$ cat config.mk
export PLATFORM = sky130hd
export DESIGN_NAME = tmr_stat_reg
export DESIGN_NICKNAME = d
export VERILOG_FILES = /design/src/rtl/tmr_stat_reg.sv
export SDC_FILE = /design/constraint.sdc
export NUM_CORES = 1
export LEC_CHECK = 0
export BUFFER_PORTS_ARGS = -buffer_cell sky130_fd_sc_hd__buf_4
export CAP_MARGIN = 20
export CORE_MARGIN = 2
export CORE_UTILIZATION = 43
export CTS_BUF_LIST = sky130_fd_sc_hd__clkbuf_4 sky130_fd_sc_hd__clkbuf_8
export DETAILED_ROUTE_END_ITERATION = 10
export GPL_ROUTABILITY_DRIVEN = 0
export GPL_TIMING_DRIVEN = 0
export PLACE_DENSITY = 0.79
export SLEW_MARGIN = 25
export SYNTH_ARGS = -nofsm -noshare
export SYNTH_HDL_FRONTEND = slang
export SYNTH_SLANG_ARGS = --single-unit
$ cat constraint.sdc
create_clock -name clk -period 1.5 [get_ports clk]
set_clock_uncertainty 0.15 [all_clocks]
set_input_delay 0.3 -clock clk [delete_from_list [all_inputs] [get_ports clk]]
set_output_delay 0.3 -clock clk [all_outputs]
set_load 0.01 [all_outputs]
$ cat src/rtl/tmr_stat_reg.sv
module tmr_stat_reg #(
  parameter int CH = 1,
  parameter int CW = 16
) (
  input  logic          clk,
  input  logic          rst_n,
  input  logic [CW-1:0] cnt,
  input  logic          cnt_up,
  input  logic          phase_mode,
  input  logic          cpwm_mode,
  input  logic          rd_en,
  input  logic          wr_en,
  input  logic [7:0]    wdata,
  input  logic          ack,
  input  logic          ack_keep,
  output logic [7:0]    rdata,
  output logic          ovf_req
);
  localparam logic HAS_DIR  = (CH != 0);
  localparam logic HAS_UDF  = (CH == 1) || (CH == 2);
  localparam logic HAS_CH4  = (CH == 4);
  localparam logic [CW-1:0] TOP = {CW{1'b1}};
  localparam logic [CW-1:0] ONE = CW'(1);

  logic [CW-1:0] prev_q;
  logic dir_q, ovf_q, udf_q, arm_o, arm_u;

  always_ff @(posedge clk) prev_q <= cnt;

  wire ovf_evt = ((prev_q == TOP) && (cnt == '0)) ||
                 (HAS_CH4 && cpwm_mode && (prev_q == ONE) && (cnt == '0));
  wire udf_evt = HAS_UDF && phase_mode && (prev_q == '0) && (cnt == TOP);
  wire ovf_clr = (wr_en && !wdata[4] && arm_o) || (HAS_CH4 && ack && !ack_keep);
  wire udf_clr = wr_en && !wdata[5] && arm_u;
  wire unused_wbits = ^{wdata[7:6], wdata[3:0]};

  always_ff @(posedge clk) begin
    if (!rst_n) begin
      dir_q <= 1'b1;
      ovf_q <= 1'b0;
      udf_q <= 1'b0;
      arm_o <= 1'b0;
      arm_u <= 1'b0;
    end else begin
      dir_q <= cnt_up;
      if (ovf_evt)      ovf_q <= 1'b1;
      else if (ovf_clr) ovf_q <= 1'b0;
      if (udf_evt)      udf_q <= 1'b1;
      else if (udf_clr) udf_q <= 1'b0;
      if (wr_en) begin
        arm_o <= 1'b0;
        arm_u <= 1'b0;
      end
      if (rd_en && ovf_q) arm_o <= 1'b1;
      if (rd_en && udf_q) arm_u <= 1'b1;
    end
  end

  assign rdata   = {(HAS_DIR ? dir_q : 1'b1), 1'b1, udf_q, ovf_q, 4'b0000};
  assign ovf_req = ovf_q;
endmodule

# [After elaboration in Yosys (flattened, before gate mapping)]
# Cells that the tools add are included.
[totals] ff_bits=21 latchBits=0 mem_bits_rw=0 romBits=0 input_bits=33 output_inout_bits=9 elab_cells=32 memories=0
[op_classes] add_sub_neg=0 n_mul=0 div=0 magnitude_cmp=0 eq_ne=2 shifts=0 n_mux=7 bitwise=0 reduce_logical=17
[ops] cell="$eq A16 B16 Y1 const B" n=2
[ops] cell="$logic_not A16 Y1" n=2
[ops] cell="$logic_and A1 B1 Y1" n=9
[ops] cell="$reduce_bool A2 Y1" n=4
[ops] cell="$mux W1" n=7
[ops] cell="$logic_not A1 Y1" n=2

# [Longest topological paths before layout]
# Gate-level depths: netlist (run 1).
[depth] word_depth=5 ltp_mapped=4 ltp_nobuf=4

# [Least setup slack after synthesis (run 1)]
# Ideal clock, no wire load.
[synth_path] path_type="register -> register" startpoint="reg prev_q[7]" endpoint="reg ovf_q, in the netlist ovf_req" setup_ns=0.059 t_arrival_ns=1.102 required_ns=1.291 slack_ns=0.189 path_stages_with_launch=5 n_path_buf=0 synth_period_minus_slack_ns=1.311 cell_sequence="dfxtp_1 -> nand4_1 -> or4_1 -> o21ai_1 -> and2_1"
[synth_via] elab_chain_cells=3 word_cells_on_any_way=4 classes_between="eq/ne (1); mux (1); reduce/logical (2)"
[synth_lines] element="from (decl)" line_no="25" source="logic [CW-1:0] prev_q;"
[synth_lines] element="from (signal assigned)" line_no="28" source="always_ff @(posedge clk) prev_q <= cnt;"
[synth_lines] element="$eq A16 B16 Y1 *" line_no="30" source="wire ovf_evt = ((prev_q == TOP) && (cnt == '0)) ||"
[synth_lines] element="$logic_and A1 B1 Y1 *" line_no="30"
[synth_lines] element="$mux W1 / $reduce_bool A2 Y1 (equally long branches)"
[synth_lines] element="to (signal assigned)" line_no="40" source="ovf_q <= 1'b0;"
[synth_lines] element="to (signal assigned)" line_no="46" source="if (ovf_evt) ovf_q <= 1'b1;"
[synth_lines] element="to (signal assigned)" line_no="47" source="else if (ovf_clr) ovf_q <= 1'b0;"
[synth_lines] element="to (decl)" line_no="26" source="logic dir_q, ovf_q, udf_q, arm_o, arm_u;"
# Mark *: on every way between the ends. The rest lies on a longest branch, timed or not.
# A chain may end at the register's enable or synchronous reset.

# [Worst setup path after layout (run 1)]
[layout_path] startpoint="reg prev_q[14]" endpoint="reg ovf_q, in the netlist ovf_req"
# Same word-level chain as after synthesis.

==> results of run 1 <==
-- flip-flops by register name, summed over array words and instances, names as in the netlist --
register / cells
udf_q: 1
prev_q: 16
arm_u: 1
ovf_req: 1
dir_q: 1
arm_o: 1
-- path summary, 6_finish.rpt --
kind | from | end | slack [ns] | depth (start not counted)
worst max-delay path | prev_q[14] | ovf_req | 0.06 | 4
worst min-delay path | cnt_up | dir_q | 0.04 | 2
worst max register to register | prev_q[14] | ovf_req | 0.06 | 4
worst min register to register | prev_q[10] | udf_q | 0.33 | 1
-- per-layer routing --
| layer | wire [um] | global-route usage, % | up-vias |
|---|---|---|---|
| met4 | 32 | 7.88 | 0 |
| met2 | 897 | 32.2 | 51 |
| li1 | - | - | 332 |
| met5 | 0 | 0 | - |
| met1 | 721 | 22.1 | 302 |
| met3 | 212 | 3.67 | 4 |
-- repair_timing --
item                                    in CTS  in global routing
setup buffers                                0                  1
endpoints found under the setup margin       0                  2
resized for setup                            0                  6
hold buffers                                16                  0
endpoints found under the hold margin       16                  0
-- cell usage after synthesis (2+ instances only) --
| cell type | count | area (um2) |
|---|---|---|
| dfxtp_1 | 21 | 420 |
| nand4_1 | 10 | 62.6 |
| buf_4 | 8 | 60.1 |
| nor4_1 | 6 | 37.5 |
| a22oi_1 | 2 | 15.0 |
| conb_1 | 2 | 7.51 |
| nand2_1 | 2 | 7.51 |
| nand2b_1 | 2 | 12.5 |
| nor2b_1 | 2 | 12.5 |
| or4_1 | 2 | 15.0 |
-- power by group through the flow --
stage                     clock network [mW]  logic, mW  registers [mW]
after floorplan                            0     0.0287           0.604
after global placement                     0     0.0898           0.606
after detailed placement                   0     0.0920           0.607
after CTS                              0.268      0.123           0.594
after global routing                   0.295      0.145           0.598
final                                  0.266      0.136           0.596
-- through the flow --
step | power, mW | cells | utilization [%] | instance area (um2) | hold slack (ns)
after floorplan | 0.632 | 68 | - | 722 | 0.178
after global placement | 0.696 | 111 | 62.0 | 945 | 0.271
after detailed placement | 0.699 | 111 | 62.0 | 945 | 0.274
after CTS | 0.985 | 131 | 74.3 | 1130 | 0.0308
after global routing | 1.04 | 131 | 76.2 | 1160 | 0.0458
final | 0.998 | 131 | 76.2 | 1160 | 0.0384
-- worst max-delay path: stages (launching register included) --
cell     delay (ns)
dfxtp_1        0.37
nand4_1        0.10
or4_1          0.51
o21ai_1        0.12
and2_1         0.12
-- area by class of cell --
| class | instances | area (um2) | share of cell area, % |
|---|---|---|---|
| multi-input combinational | 38 | 258 | 22.2 |
| inverter | 1 | 3.75 | 0.323 |
| tap | 16 | 20.0 | 1.72 |
| clock inverter | 1 | 5.00 | 0.431 |
| timing repair buffer | 43 | 372 | 32.0 |
| clock buffer | 3 | 22.5 | 1.94 |
| sequential | 21 | 420 | 36.2 |
| buffer | 8 | 60.1 | 5.17 |
-- cells by family after synthesis --
group	synth area share (%)
flip-flops	59.2
other	1.06
AO/OA/AOI/OAI	6.16
AND/OR/NAND/NOR	24.6
buffers and inverters	8.98
==> flow_metrics.env, run 1 <==
export IMPL_drt_first_pass_iters=4
export IMPL_power_density_mw_per_mm2=860
export IMPL_power_net_switching_uw=229
export IMPL_crit_path_end_kind="flip-flop"
export IMPL_clock_power_share_pct=26.7
export IMPL_design_die_area_mm2=0.00199
export IMPL_path_clk_slew_ns=0.13
export IMPL_vdd_drop_max_uv=839
export IMPL_fp_dieW_um=44.7
export IMPL_internal_cell_power_uw=769
export IMPL_grt_start_max_net_pins=13
export IMPL_worst_path_max_fanout=2
export IMPL_placementRows=14
export IMPL_yosysUniqueCellTypes=18
export IMPL_cts_tree="done"
export IMPL_ys_dominant_reg_cell="dfxtp_1"
export IMPL_cp_arrival_ns=1.53
export IMPL_setup_total_negative_slack_ns=0
export IMPL_core_area_mm2=0.00152
export IMPL_post_synth_instance_area_um2=711
export IMPL_synth_ff_latch_count=21
export IMPL_grt_first_pass_wirelength_um=2660
export IMPL_initial_utilization_pct=46.6
export IMPL_finalHoldViolations=0
export IMPL_timing_worst_setup_path_type="flip-flop to flip-flop"
export IMPL_power_switching_fraction_pct=23.0
export IMPL_port_buffer_count=27
export IMPL_postSynth_asyncResetShare_pct=0
export IMPL_fin_ws_ns=0.0577
export IMPL_avgRoutedWirePerCell_um=14.2
export IMPL_grt_pass1_vias=653
export IMPL_dpl_hpwl_um=1130
export IMPL_share_seq_of_total_power_pct=59.7
export IMPL_portion_of_the_post_synthesis_area_used_by_sequential_elements_pct=59.2
export IMPL_die_height_um=44.7
export IMPL_area_delta_synth_final_pct=63.4
export IMPL_report_final_slew_viol_count=0
export IMPL_cts_buffer_depth=2
export IMPL_cts_sinks=21
export IMPL_grt_overflow_total=0
export IMPL_fmaxAchievable_mhz=693
export IMPL_synth_enable_flop_cells=0
export IMPL_most_used_cells_in_the_layout_excluding_fill_and_tap_cells="buf_4, dfxtp_1, dlygate4sd3_1, nand4_1"
export IMPL_tritoncts_num_buffers=3
export IMPL_timing_max_cap_violations=0
export IMPL_clk_insertion_delay_late_ns=0.30
export IMPL_ioPinCount=42
export IMPL_antenna_cells=0
export IMPL_layout_worst_path_cycle_share_pct=96.2
export IMPL_setup_violations=0
export IMPL_gr_usage_all_layers_pct=18.6
export IMPL_finalWirelength_um=1860
export IMPL_static_leakage_power_nw=0.506
export IMPL_worstPathRequired_ns=1.59
export IMPL_syn_instance_count=65
export IMPL_post_route_cells_drive_above_1_share_pct=36.5
export IMPL_layout_commonest_cell="buf_4"
export IMPL_combinationalPowerShare_pct=13.6
export IMPL_run_status="finished clean"
export IMPL_root_buffer="clkbuf_4"
export IMPL_synth_yosys_warnings=0
export IMPL_fin_crit_ns=1.44
export IMPL_initialDrtViolationCount=21
export IMPL_number_of_antenna_violations_at_the_first_check_in_global_routing=0
export IMPL_routed_via_density=5.26
export IMPL_detailedPlace_worstSlack_ns=0.119
export IMPL_syn_avg_cell_area_um2=10.9
export IMPL_cts_htree_levels=1
export IMPL_fillCellCount=95
export IMPL_critical_path_startpoint_type="flip-flop"
export IMPL_route_antenna_remaining_nets=0
export IMPL_drc_errors=0
export IMPL_rsz0062_at_grt="false"
export IMPL_final_net_count=149
export IMPL_num_vias=689
export IMPL_min_delay_path_class="primary input to flip-flop"
Power figures use the tool's default switching activity.
==> run 2, diff against run 1 <==
PLACE_DENSITY = unset   (was 0.79)
PLACE_DENSITY_LB_ADDON = 0.05   (was unset)
TNS_END_PERCENT = 100   (was unset)
==> flow_metrics.env, run 2 (synthesized netlist as in run 1, its figures left out) <==
export IMPL_hold_path_end="dir_q"
export IMPL_worst_r2r_endpoint="ovf_req"
export IMPL_fmaxAchievable_mhz=654
export IMPL_root_buffer="clkbuf_4"
export IMPL_most_used_cells_in_the_layout_excluding_fill_and_tap_cells="buf_4, dfxtp_1, dlygate4sd3_1, nand4_1"
export IMPL_grt_pass1_vias=615
export IMPL_avgRoutedWirePerCell_um=13.5
export IMPL_post_route_cells_drive_above_1_share_pct=36.5
export IMPL_finalWirelength_um=1770
export IMPL_min_delay_path_class="primary input to flip-flop"
export IMPL_tritoncts_num_buffers=3
export IMPL_cts_htree_levels=1
export IMPL_min_from="cnt_up"
export IMPL_setup_violations=1
export IMPL_die_height_um=44.7
export IMPL_critical_path_startpoint_type="primary input"
export IMPL_design_area_mm2=0.00115
export IMPL_area_delta_synth_final_pct=61.3
export IMPL_worst_path_max_fanout=3
export IMPL_regMostFlops="prev_q"
export IMPL_route_antenna_remaining_nets=0
export IMPL_grt_first_pass_wirelength_um=2760
export IMPL_gr_usage_all_layers_pct=20.5
export IMPL_startpoint="cnt[7]"
export IMPL_rsz0062_at_grt="true"
export IMPL_reg2reg_slack_ns=0.10
export IMPL_core_area_mm2=0.00152
export IMPL_static_leakage_power_nw=0.487
export IMPL_run_status="complete, but fails checks"
export IMPL_initial_utilization_pct=46.6
export IMPL_cts_buffer_depth=2
export IMPL_num_vias=659
export IMPL_layout_worst_path_cycle_share_pct=102
export IMPL_antenna_cells=0
export IMPL_cp_arrival_ns=1.59
export IMPL_vdd_drop_max_uv=653
export IMPL_worstPathRequired_ns=1.56
export IMPL_largest_register_ff_count=16
export IMPL_fillCellCount=121
export IMPL_cts_tree="done"
export IMPL_dpl_cell_area_um2=945
export IMPL_placementRows=14
export IMPL_fin_crit_ns=1.53
export IMPL_initialDrtViolationCount=10
export IMPL_path_clk_slew_ns=0.10
export IMPL_report_final_slew_viol_count=0
export IMPL_final_net_count=149
export IMPL_violated_checks="setup timing"
export IMPL_fp_dieW_um=44.7
export IMPL_timing_max_cap_violations=0
export IMPL_multi_input_comb_area_um2=249
export IMPL_routed_via_density=5.03
export IMPL_design_die_area_mm2=0.00199
export IMPL_cts_sinks=21
export IMPL_layout_commonest_cell="buf_4"
export IMPL_clk_insertion_delay_late_ns=0.29
export IMPL_layout_area_seq_um2=420
export IMPL_timing_worst_setup_path_type="primary input to flip-flop"
export IMPL_fin_ws_ns=-0.0294
export IMPL_finalHoldViolations=0
export IMPL_drt_first_pass_iters=4
export IMPL_post_cts_repair_setup_buffers=0
export IMPL_post_route_worst_hold_slack_ns=0.0327
export IMPL_number_of_antenna_violations_at_the_first_check_in_global_routing=0
export IMPL_reg2regPathDepth=4
export IMPL_grt_start_max_net_pins=12
export IMPL_crit_path_end_kind="flip-flop"
export IMPL_ioPinCount=42
export IMPL_port_buffer_count=27
export IMPL_drc_errors=0
export IMPL_dpl_hpwl_um=1040
export IMPL_grt_overflow_total=0
export IMPL_power_density_mw_per_mm2=872
export IMPL_hold_path_depth=2
export IMPL_crit_reg2reg_launch="prev_q[4]"
==> run 2: cell types whose count changed in the layout (fill, tap and decap cells not counted), sizes merged <==
cell / previous run / this run
clkbuf: 3 / 4
dlygate4sd3: 14 / 16
clkinv: 1 / 0
dlymetal6s4s: 2 / 0
==> run 2: power breakdown <==
part / switching, mW / leakage (nW) / internal (mW) / total, mW
sequential: 0.0130 / 0.176 / 0.582 / 0.595
combinational: 0.0443 / 0.293 / 0.0850 / 0.129
clock: 0.154 / 0.0184 / 0.121 / 0.275
total: 0.211 / 0.487 / 0.789 / 1.00
==> run 2: worst max-delay path by stage <==
stage               to  cells after the start  slack (ns)
6_report         udf_q                      6       -0.03
5_1_grt          udf_q                      6       -0.09
4_1_cts        ovf_req                      6        0.01
3_5_place_dp   ovf_req                      5        0.13
3_3_place_gp   ovf_req                      5        0.11
2_1_floorplan  ovf_req                      4        0.19
==> run 2: timing repair <==
action | CTS | global route
setup endpoints to repair | 0 | 2
resized for setup | 0 | 2
hold buffers | 16 | 0
endpoints found under the hold margin | 16 | 0
==> run 2: per-layer routing <==
| metal | up-vias | part of all wire, % | track usage (%) |
|---|---|---|---|
| met3 | 4 | 6.3 | 4.90 |
| met2 | 29 | 51 | 35.4 |
| met4 | 0 | 1.4 | 12.7 |
| met5 | - | 0 | 0 |
| li1 | 329 | - | - |
| met1 | 297 | 41 | 22.2 |
==> run 2: worst max-delay path, cell delays in order <==
cell           delay [ns]
dlygate4sd3_1        0.52
buf_4                0.12
nand4_1              0.14
nor3_2               0.19
nand4_1              0.12
o41ai_2              0.20
==> run 2: area by class of cell <==
cell class	instances	share of cell area, %
sequential	21	36.7
timing repair buffer	43	31.7
multi-input combinational	38	21.7
buffer	8	5.24
clock buffer	4	2.62
tap	16	1.75
inverter	1	0.328
==> run 2: through the flow <==
step | utilization [%] | cells | total power [mW] | TNS (ns) | setup WS [ns]
floorplan | - | 68 | 0.632 | 0 | 0.189
global placement | 62.0 | 111 | 0.696 | 0 | 0.106
detailed placement | 62.0 | 111 | 0.698 | 0 | 0.126
CTS | 74.5 | 131 | 0.994 | 0 | 0.0109
global route | 75.2 | 131 | 1.05 | -0.0929 | -0.0929
finish | 75.2 | 131 | 1.00 | -0.0294 | -0.0294
==> run 3, diff against run 2 <==
SETUP_SLACK_MARGIN = 0.15   (was unset)
==> flow_metrics.env, run 3 (synthesized netlist as in run 1, its figures left out) <==
export IMPL_post_route_cells_drive_above_1_share_pct=42.2
export IMPL_number_of_antenna_violations_at_the_first_check_in_global_routing=0
export IMPL_vdd_drop_max_uv=646
export IMPL_initialDrtViolationCount=5
export IMPL_multi_input_comb_area_um2=244
export IMPL_cts_buffer_depth=2
export IMPL_core_area_mm2=0.00152
export IMPL_cts_htree_levels=1
export IMPL_largest_register_ff_count=16
export IMPL_drc_errors=0
export IMPL_placementRows=14
export IMPL_grt_overflow_total=0
export IMPL_ioPinCount=42
export IMPL_tritoncts_num_buffers=3
export IMPL_grt_pass1_vias=664
export IMPL_rsz0062_at_grt="true"
export IMPL_timing_max_cap_violations=0
export IMPL_run_status="finished clean"
export IMPL_initial_utilization_pct=46.6
export IMPL_fmaxAchievable_mhz=725
export IMPL_port_buffer_count=27
export IMPL_static_leakage_power_nw=0.494
export IMPL_layout_commonest_cell="buf_4"
export IMPL_die_height_um=44.7
export IMPL_setup_violations=0
export IMPL_routed_via_density=5.12
export IMPL_grt_start_max_net_pins=12
export IMPL_num_vias=676
export IMPL_worst_path_max_fanout=2
export IMPL_fp_dieW_um=44.7
export IMPL_min_delay_path_class="primary input to flip-flop"
export IMPL_clk_insertion_delay_late_ns=0.29
export IMPL_final_net_count=150
export IMPL_final_core_utilization_pct=76.2
export IMPL_finalWirelength_um=1790
export IMPL_layout_area_seq_um2=429
export IMPL_path_clk_slew_ns=0.11
export IMPL_crit_path_end_kind="flip-flop"
export IMPL_timing_worst_setup_path_type="flip-flop to flip-flop"
export IMPL_power_density_mw_per_mm2=866
export IMPL_regMostFlops="prev_q"
export IMPL_post_route_worst_hold_slack_ns=0.0296
export IMPL_dpl_hpwl_um=1040
export IMPL_area_delta_synth_final_pct=63.4
export IMPL_worstPathRequired_ns=1.60
export IMPL_grt_first_pass_wirelength_um=2840
export IMPL_critical_path_startpoint_type="flip-flop"
export IMPL_most_used_cells_in_the_layout_excluding_fill_and_tap_cells="buf_4, dlygate4sd3_1, dfxtp_1, nand4_1, dfxtp_2"
export IMPL_drt_first_pass_iters=4
export IMPL_finalHoldViolations=0
export IMPL_setup_total_negative_slack_ns=0
export IMPL_layout_worst_path_cycle_share_pct=91.9
export IMPL_cts_sinks=21
export IMPL_cts_tree="done"
export IMPL_root_buffer="clkbuf_4"
export IMPL_gr_usage_all_layers_pct=21.3
export IMPL_avgRoutedWirePerCell_um=13.5
export IMPL_cp_arrival_ns=1.48
export IMPL_fillCellCount=115
export IMPL_route_antenna_remaining_nets=0
export IMPL_fin_crit_ns=1.38
export IMPL_report_final_slew_viol_count=0
export IMPL_antenna_cells=0
export IMPL_design_die_area_mm2=0.00199
-- run 3: cell types whose count changed in the layout (fill, tap and decap cells not counted), sizes merged --
cell / before / now
buf: 35 / 36
-- run 3: worst paths after layout --
path / startpoint / endpoint / slack [ns] / depth (start not counted)
min reg2reg: prev_q[9] / udf_q / 0.31 / 1
min: cnt_up / dir_q / 0.03 / 2
max: prev_q[14] / ovf_req / 0.12 / 4
max reg2reg: prev_q[14] / ovf_req / 0.12 / 4
-- run 3: power breakdown --
part,internal (mW),switching [mW]
combinational,0.0852,0.0438
sequential,0.584,0.0133
clock,0.122,0.158
total,0.790,0.215
-- run 3: through the flow --
step | worst slack, ns | power (mW) | area, um2 | cells
floorplan | 0.189 | 0.632 | 722 | 68
global placement | 0.106 | 0.696 | 945 | 111
detailed placement | 0.126 | 0.698 | 945 | 111
CTS | 0.125 | 0.995 | 1140 | 131
global route | 0.0500 | 1.05 | 1160 | 132
finish | 0.121 | 1.01 | 1160 | 132
-- run 3: per-layer routing --
metal	global-route usage, %	vias to the layer above	part of all wire [%]
met2	37.7	29	53
met4	15.2	0	2.2
met3	5.31	4	6.7
li1	-	333	-
met5	0	-	0
met1	21.2	310	38
-- run 3: cell type report --
type                    instances  share of cell area [%]
plain buffers                   8                    5.17
clock buffers                   4                    2.59
inverters                       1                   0.323
multi-input cells              38                    21.0
flip-flops and latches         21                    37.0
well taps                      16                    1.72
repair buffers                 44                    32.2
-- run 3: timing repair --
| action | in CTS | in global routing |
|---|---|---|
| pin swaps | 1 | 0 |
| hold endpoints to repair | 16 | 0 |
| setup buffers | 0 | 1 |
| setup endpoints to repair | 3 | 4 |
| hold buffers | 16 | 0 |
| resized for setup | 5 | 4 |
-- run 3: worst max-delay path, stage by stage (launching register included) --
cell and delay, ns:
dfxtp_2 0.35, nand4_1 0.08, or4_1 0.52, o21ai_1 0.11, and2_1 0.12
